### config.mk
export PLATFORM = sky130hd
export DESIGN_NAME = meas_counter_pair
export DESIGN_NICKNAME = d
export VERILOG_FILES = /design/src/rtl/mcp_pkg.sv /design/src/rtl/mcp_regs.sv /design/src/rtl/mcp_edge.sv /design/src/rtl/mcp_counters.sv /design/src/rtl/mcp_fsm.sv /design/src/rtl/meas_counter_pair.sv
export SDC_FILE = /design/constraint.sdc
export NUM_CORES = 1
export LEC_CHECK = 0
export BUFFER_PORTS_ARGS = -buffer_cell sky130_fd_sc_hd__clkbuf_2
export CAP_MARGIN = 20
export CORE_UTILIZATION = 56
export CTS_BUF_LIST = sky130_fd_sc_hd__clkbuf_8
export CTS_CLUSTER_DIAMETER = 50
export DETAILED_ROUTE_END_ITERATION = 8
export PLACE_DENSITY_LB_ADDON = 0.2
export SKIP_LAST_GASP = 1
export SYNTH_ARGS = -nofsm -noshare
export SYNTH_HDL_FRONTEND = slang
export SYNTH_HIERARCHICAL = 1
export SYNTH_SLANG_ARGS = --single-unit
export TNS_END_PERCENT = 50
### constraint.sdc
create_clock -name clk -period 2.9 [get_ports clk]
set_clock_uncertainty 0.1 [all_clocks]
set_input_delay 0.29 -clock clk [delete_from_list [all_inputs] [get_ports clk]]
set_output_delay 0.29 -clock clk [all_outputs]
set_load 0.1 [all_outputs]
### src/rtl/mcp_pkg.sv
// Shared types for the measurement counter pair.
// Assumes: a 2-bit register address space.
package mcp_pkg;
    typedef enum logic [1:0] {
        MD_EVENT  = 2'b00,
        MD_PULSE  = 2'b01,
        MD_PERIOD = 2'b10,
        MD_FREE   = 2'b11
    } mode_e;

    typedef enum logic [1:0] {
        ST_IDLE = 2'b00,
        ST_WAIT = 2'b01,
        ST_RUN  = 2'b10,
        ST_DONE = 2'b11
    } state_e;

    localparam logic [1:0] A_CTRL = 2'd0;
    localparam logic [1:0] A_CFG  = 2'd1;
    localparam logic [1:0] A_LO   = 2'd2;
    localparam logic [1:0] A_HI   = 2'd3;
endpackage

### src/rtl/mcp_regs.sv
// Control and config registers with the read mux.
// Assumes: the enable bit (ctrl bit 0) guards every other control bit.
// Produces one-cycle arm/disarm strobes from writes to the control word.
module mcp_regs
    import mcp_pkg::*;
#(
    parameter int DW = 8
) (
    input  logic          clk,
    input  logic          rst_n,
    input  logic          we,
    input  logic [1:0]    addr,
    input  logic [DW-1:0] wdata,
    input  logic [DW-1:0] lo,
    input  logic [DW-1:0] hi,
    output logic [DW-1:0] rdata,
    output logic          en,
    output mode_e         mode,
    output mode_e         arm_mode,
    output logic          inv,
    output logic          chain,
    output logic [1:0]    sel,
    output logic          arm,
    output logic          disarm
);
    logic [7:0] ctrl_q;
    logic [1:0] cfg_q;
    logic       wr_ctrl, wr_cfg;

    assign wr_ctrl  = we && (addr == A_CTRL);
    assign wr_cfg   = we && (addr == A_CFG);
    assign arm      = wr_ctrl && wdata[0] && !ctrl_q[0];
    assign disarm   = wr_ctrl && !wdata[0];
    assign arm_mode = mode_e'(wdata[2:1]);
    assign en       = ctrl_q[0];
    assign mode     = mode_e'(ctrl_q[2:1]);
    assign sel      = ctrl_q[7:6];
    assign inv      = cfg_q[0];
    assign chain    = cfg_q[1];

    // Control word: upper bits writable only while disabled.
    always_ff @(posedge clk) begin
        if (!rst_n) begin
            ctrl_q <= '0;
        end else if (wr_ctrl) begin
            ctrl_q[0] <= wdata[0];
            if (!ctrl_q[0]) ctrl_q[7:1] <= wdata[7:1];
        end
    end

    // Config word: writable only while disabled.
    always_ff @(posedge clk) begin
        if (!rst_n)                 cfg_q <= '0;
        else if (wr_cfg && !en)     cfg_q <= wdata[1:0];
    end

    // Read mux; unused config bits read as zero.
    always_comb begin
        case (addr)
            A_CTRL:  rdata = ctrl_q;
            A_CFG:   rdata = {6'b0, cfg_q};
            A_LO:    rdata = lo;
            default: rdata = hi;
        endcase
    end


    cfg_lock_chk: assert property (@(posedge clk) disable iff (!rst_n)
        (en && wr_cfg) |=> (cfg_q == $past(cfg_q)));

    ctrl_lock_chk: assert property (@(posedge clk) disable iff (!rst_n)
        (en && wr_ctrl) |=> (ctrl_q[7:1] == $past(ctrl_q[7:1])));
endmodule

### src/rtl/mcp_edge.sv
// Polarity conditioning and edge detection of the data input.
// Assumes: data_in is synchronous to clk; inv is stable during a measurement.
module mcp_edge (
    input  logic clk,
    input  logic rst_n,
    input  logic din,
    input  logic inv,
    output logic rise,
    output logic fall
);
    logic cond, cond_q;

    assign cond = din ^ inv;
    assign rise = cond && !cond_q;
    assign fall = !cond && cond_q;

    // Remember last conditioned level.
    always_ff @(posedge clk) begin
        if (!rst_n) cond_q <= 1'b0;
        else        cond_q <= cond;
    end
endmodule

### src/rtl/mcp_counters.sv
// Two stage counter chain; stage 1 steps on stage 0 carry when chained.
// Assumes: clr has priority over inc.
module mcp_counters #(
    parameter int DW = 8
) (
    input  logic          clk,
    input  logic          rst_n,
    input  logic          clr,
    input  logic          inc,
    input  logic          chain,
    output logic [DW-1:0] lo,
    output logic [DW-1:0] hi,
    output logic          wrap,
    output logic          lo_full,
    output logic          hi_full
);
    localparam int NSTG = 2;

    logic [DW-1:0] cnt_q [NSTG];
    logic [NSTG:0] carry;
    logic [NSTG-1:0] step;

    assign carry[0] = inc;

    for (genvar g = 0; g < NSTG; g++) begin : g_stage
        if (g == 0) begin : g_first
            assign step[g] = carry[g];
        end else begin : g_next
            assign step[g] = carry[g] && chain;
        end
        assign carry[g+1] = step[g] && (cnt_q[g] == {DW{1'b1}});

        // One counter stage: clear, step or hold.
        always_ff @(posedge clk) begin
            if (!rst_n || clr) cnt_q[g] <= '0;
            else if (step[g])  cnt_q[g] <= cnt_q[g] + 1'b1;
        end
    end

    assign lo      = cnt_q[0];
    assign hi      = cnt_q[NSTG-1];
    assign wrap    = chain ? carry[NSTG] : carry[1];
    assign lo_full = (lo == {DW{1'b1}});
    assign hi_full = (hi == {DW{1'b1}});


    clear_zero_chk: assert property (@(posedge clk) disable iff (!rst_n)
        clr |=> (lo == '0 && hi == '0));

    hi_unchained_chk: assert property (@(posedge clk) disable iff (!rst_n)
        (!chain && !clr) |=> (hi == $past(hi)));

    hold_chk: assert property (@(posedge clk) disable iff (!rst_n)
        (!inc && !clr) |=> ({hi, lo} == $past({hi, lo})));
endmodule

### src/rtl/mcp_fsm.sv
// Measurement sequencer: arm, wait for edge, run, done.
// Assumes: mode is stable while armed; disarm beats arm and counting.
module mcp_fsm
    import mcp_pkg::*;
(
    input  logic  clk,
    input  logic  rst_n,
    input  logic  arm,
    input  logic  disarm,
    input  mode_e arm_mode,
    input  mode_e mode,
    input  logic  tick,
    input  logic  evt,
    input  logic  rise,
    input  logic  fall,
    input  logic  wrap,
    output logic  inc,
    output logic  irq
);
    state_e st_q, st_nxt;
    logic   stop;

    // Next state, count step and stop condition.
    always_comb begin
        st_nxt = st_q;
        inc    = 1'b0;
        stop   = 1'b0;
        case (st_q)
            ST_WAIT: if (rise) begin
                st_nxt = ST_RUN;
                inc    = tick;
            end
            ST_RUN: begin
                case (mode)
                    MD_EVENT:  stop = evt;
                    MD_PULSE:  stop = fall;
                    MD_PERIOD: stop = rise;
                    default:   stop = 1'b0;
                endcase
                if (stop) st_nxt = ST_DONE;
                else      inc    = tick;
            end
            default: ;
        endcase
        if (disarm) inc = 1'b0;
    end

    // State register with arm/disarm override.
    always_ff @(posedge clk) begin
        if (!rst_n || disarm) st_q <= ST_IDLE;
        else if (arm)
            st_q <= (arm_mode == MD_PULSE || arm_mode == MD_PERIOD) ? ST_WAIT : ST_RUN;
        else st_q <= st_nxt;
    end

    // Registered interrupt: measurement end or free-running wrap.
    always_ff @(posedge clk) begin
        if (!rst_n || disarm) irq <= 1'b0;
        else irq <= (st_q == ST_RUN) && (stop || (mode == MD_FREE && wrap));
    end


    done_sticky_chk: assert property (@(posedge clk) disable iff (!rst_n)
        (st_q == ST_DONE && !disarm) |=> (st_q == ST_DONE));

    irq_single_chk: assert property (@(posedge clk) disable iff (!rst_n)
        (irq && mode != MD_FREE) |=> !irq);

    idle_quiet_chk: assert property (@(posedge clk) disable iff (!rst_n)
        (st_q == ST_IDLE) |-> !inc);
endmodule

### src/rtl/meas_counter_pair.sv
// Top of the measurement counter pair: registers, edge detector,
// sequencer and counter chain, plus the monitor output mux.
// Assumes: all inputs synchronous to clk; synchronous active-low reset.
module meas_counter_pair
    import mcp_pkg::*;
#(
    parameter int DW = 8
) (
    input  logic          clk,
    input  logic          rst_n,
    input  logic          reg_we,
    input  logic [1:0]    reg_addr,
    input  logic [DW-1:0] reg_wdata,
    output logic [DW-1:0] reg_rdata,
    input  logic          tick_en,
    input  logic          data_in,
    input  logic          event_in,
    output logic [DW-1:0] count_lo,
    output logic [DW-1:0] count_hi,
    output logic          irq,
    output logic          mon_out
);
    logic       en, inv, chain, arm, disarm;
    logic       rise, fall, inc, wrap, lo_full, hi_full;
    logic [1:0] sel;
    mode_e      mode, arm_mode;

    mcp_regs #(.DW(DW)) u_regs (
        .clk(clk), .rst_n(rst_n), .we(reg_we), .addr(reg_addr),
        .wdata(reg_wdata), .lo(count_lo), .hi(count_hi), .rdata(reg_rdata),
        .en(en), .mode(mode), .arm_mode(arm_mode), .inv(inv),
        .chain(chain), .sel(sel), .arm(arm), .disarm(disarm)
    );

    mcp_edge u_edge (
        .clk(clk), .rst_n(rst_n), .din(data_in), .inv(inv),
        .rise(rise), .fall(fall)
    );

    mcp_fsm u_fsm (
        .clk(clk), .rst_n(rst_n), .arm(arm), .disarm(disarm),
        .arm_mode(arm_mode), .mode(mode), .tick(tick_en), .evt(event_in),
        .rise(rise), .fall(fall), .wrap(wrap), .inc(inc), .irq(irq)
    );

    mcp_counters #(.DW(DW)) u_cnt (
        .clk(clk), .rst_n(rst_n), .clr(disarm), .inc(inc), .chain(chain),
        .lo(count_lo), .hi(count_hi), .wrap(wrap),
        .lo_full(lo_full), .hi_full(hi_full)
    );

    // Monitor output source select.
    always_comb begin
        case (sel)
            2'b00:   mon_out = data_in;
            2'b01:   mon_out = irq;
            2'b10:   mon_out = lo_full;
            default: mon_out = hi_full;
        endcase
    end


    idle_counts_chk: assert property (@(posedge clk) disable iff (!rst_n)
        (!en && !$past(en)) |-> (count_lo == '0 && count_hi == '0));
endmodule

==> flow_summary.json <==
{
  "status": "complete, no violations",
  "worstSetupEndpoint": "u_cnt/cnt_q[1][7]",
  "synth-main-ff-cell": "sky130_fd_sc_hd__edfxtp_1",
  "critical_path.startpoint": "u_regs/cfg_q[0]",
  "power_report.internal_total_uw": 785,
  "port_buffers": 41,
  "reg2reg_depth": 8,
  "timing.critical_path.depth": 8,
  "drc_errors": 0,
  "hold-worst-slack_ps": 136,
  "max-clock-path-buffers": 2,
  "slew_headroom": 0.634,
  "dieArea_sq_um": 3520,
  "slew_worst_pin_ps": 551,
  "yosys_warnings": 6,
  "r2r_end": "u_cnt/cnt_q[1][7]",
  "worstPathRequired_ps": 2940,
  "regToRegSetupSlack_ps": 160,
  "grt_pass1_wl_microns": 6490,
  "power.share.combinational": 0.233,
  "cts.root.buffer_cell": "sky130_fd_sc_hd__clkbuf_8",
  "clock_tree_from_tritoncts": "yes",
  "ir_drop_v": 0.000415,
  "worstPathMaxFanout": 7,
  "detail-route-antenna-nets": 0,
  "cts.repair.resized": 0,
  "regToRegStartpoint": "u_regs/cfg_q[0]",
  "timing.setup.critical_path_class": "reg -> reg",
  "first_iter_violations": 65,
  "layout-area-overhead-vs-synth_pct": 17.0,
  "clkLatencyLatePin_ps": 290,
  "fill_cells": 259,
  "hold_viol": 0,
  "viasPerCell": 5.68,
  "cts_hold_buf": 0,
  "number_of_antenna_violations_at_the_first_check_in_global_routing": 0,
  "antenna_cells_inserted": 0,
  "period_utilization": 0.945,
  "tritoncts_buffers": 5,
  "power-per-cell-area_nw_per_um2": 553,
  "maximum_number_of_pins_on_one_net_before_global_route_repair": 24,
  "post_synth_num_cell_types": 44,
  "synthesis.nets": 205,
  "power.net_switching_uw": 406,
  "via_count_of_the_first_global_routing_pass": 1379,
  "pwr-share-clk": 0.351,
  "max_cap_viol_count": 0,
  "detailedRoute.firstPassIterationCount": 4,
  "die_x_microns": 59.3,
  "pin_count": 42,
  "start_util": 0.598,
  "post-dp-hpwl_microns": 3140,
  "final_nets": 243,
  "gp_routability_congestion": 0.938,
  "asyncSetResetFlopFracSynth": 0,
  "post-cts-setup-buffer-count": 0,
  "critical-path-max-stage-delay_ps": 540,
  "period_minus_slack_ps": 2740,
  "synthesis.instances": 185,
  "number_of_enable_type_register_cells_in_the_synthesized_netlist": 16,
  "cts.reportedPaths.clkPinSlew_ps": 60,
  "cp_launch_type": "flop",
  "setup_violation_total_in_the_final_timing_report": 0,
  "path_buf_inv": 0,
  "grt-ovfl-total": 0,
  "wl_per_cell_microns": 15.3,
  "timing.critical_path.to_type": "flop",
  "final-max-slew-violation-count": 0,
  "ys_seq_area_frac": 0.413,
  "critical_path.top_delay_family": "compound AO/OA/AOI/OAI gates",
  "grt_setup_unrepaired": "no",
  "fmax_ghz": 0.365,
  "numClockSinks": 30,
  "slowest_stage": "sky130_fd_sc_hd__or3b_1",
  "seq_power_share": 0.416,
  "track_usage": 0.260,
  "timing.critical_path.arrival_ps": 2780,
  "core_region_area_sq_um": 3080,
  "synth.ff_latch_count": 30,
  "via_count": 1521,
  "placementRows": 20,
  "dp.cells": 260,
  "drive_above_1_share": 0.295,
  "synthesis.area_sq_um": 1840,
  "switching_share": 0.341,
  "h-tree-depth": 2,
  "postSynthAreaPerCell_sq_um": 9.95,
  "p_leak_uw": 0.000850,
  "routed_wl_microns": 4110,
  "hp_class": "in -> reg",
  "layout.cells.non_filler": 268,
  "leading_cell_type_in_the_layout_fill_and_taps_excluded": "sky130_fd_sc_hd__clkbuf_2",
  "layout.cells.most_common_list": "sky130_fd_sc_hd__clkbuf_2, sky130_fd_sc_hd__nand2_1, sky130_fd_sc_hd__edfxtp_1, sky130_fd_sc_hd__mux2i_1, sky130_fd_sc_hd__dfxtp_1",
  "list_of_cells_traversed_by_the_critical_path": "xnor2_1, nor2_1, a211o_1, a21bo_1, a21oi_1, and4b_1, or3b_1, a21oi_2",
  "timing.setup.tns_ps": 0,
  "die_height_microns": 59.3
}
synthesized netlist by cell type (all sizes together), types with 2 or more instances:
cell	instances	share of area
a21oi	8	0.028
and2	3	0.010
and3	2	0.0068
buf	12	0.050
dfxtp	14	0.15
edfxtp	16	0.26
ha	4	0.027
inv	8	0.016
mux2i	16	0.087
mux4	3	0.039
nand2	24	0.049
nand3	7	0.022
nand4	3	0.010
nor2	14	0.033
nor2b	3	0.010
o21ai	9	0.024
o2bb2ai	6	0.029
or3	7	0.024
xnor2	5	0.024
xor2	3	0.014
layer usage:
| layer | vias to the layer above | track usage | wire (microns) |
|---|---|---|---|
| li1 | 742 | - | - |
| met1 | 728 | 0.335 | 1860 |
| met2 | 43 | 0.408 | 1990 |
| met3 | 8 | 0.0808 | 199 |
| met4 | 0 | 0.0986 | 64 |
| met5 | - | 0 | 0 |
per-stage QoR:
stage | total power (uW) | cell area [sq um] | setup WS (ps) | utilization
floorplan | 734 | 1860 | -140 | -
global placement | 776 | 2040 | 254 | 0.664
detailed placement | 782 | 2040 | 154 | 0.664
CTS | 1200 | 2150 | 194 | 0.700
global route | 1230 | 2150 | 0.299 | 0.700
finish | 1190 | 2150 | 160 | 0.700
worst register-to-register path, delay by kind of cell, from the launching register on:
family	cells	cell delay, ps
AOI/OAI and AO/OA	4	1030
xor gates and xnor gates	1	240
DFF	1	330
and+or+nand+nor	3	920
cells by family after synthesis:
family,count (synthesis),synth area share
simple gates,71,0.204
mux,19,0.126
fa+ha+maj,4,0.0272
buf+inv,21,0.0693
xor+xnor,8,0.0381
flops,30,0.413
compound gates,32,0.122
worst min path at each step:
stage | startpoint | endpoint | slack, ps | cells past startpoint
3_5_place_dp | u_regs/cfg_q[0] | u_regs/cfg_q[0] | 390 | 2
3_3_place_gp | u_regs/ctrl_q[3] | u_regs/ctrl_q[3] | 380 | 2
6_report | reg_wdata[4] | u_regs/ctrl_q[4] | 140 | 3
4_1_cts | reg_wdata[4] | u_regs/ctrl_q[4] | 130 | 3
2_1_floorplan | rst_n | u_edge/cond_q | 320 | 1
5_1_grt | reg_wdata[7] | u_regs/ctrl_q[7] | 140 | 3
state kept, by name, summed over array words and instances (netlist names):
signal         flops
u_cnt/cnt_q       16
u_regs/ctrl_q      8
u_fsm/st_q         2
u_regs/cfg_q       2
u_edge/cond_q      1
u_fsm/irq          1
power by group through the flow:
stage	Sequential, uW	Combinational (uW)	Clock (uW)
final	496	278	418
after global routing	500	291	442
after CTS	496	278	422
after detailed placement	505	277	0
after global placement	503	272	0
after floorplan	579	155	0
area by class of cell:
class | count | area, sq um | area share
inverters | 8 | 30.0 | 0.0139
flip-flops and latches | 30 | 761 | 0.353
multi-input cells | 134 | 971 | 0.451
well taps | 44 | 55.1 | 0.0256
clock buffers | 5 | 68.8 | 0.0320
clock inverters | 3 | 40.0 | 0.0186
repair buffers | 44 | 228 | 0.106
Power figures use the tool's default switching activity.
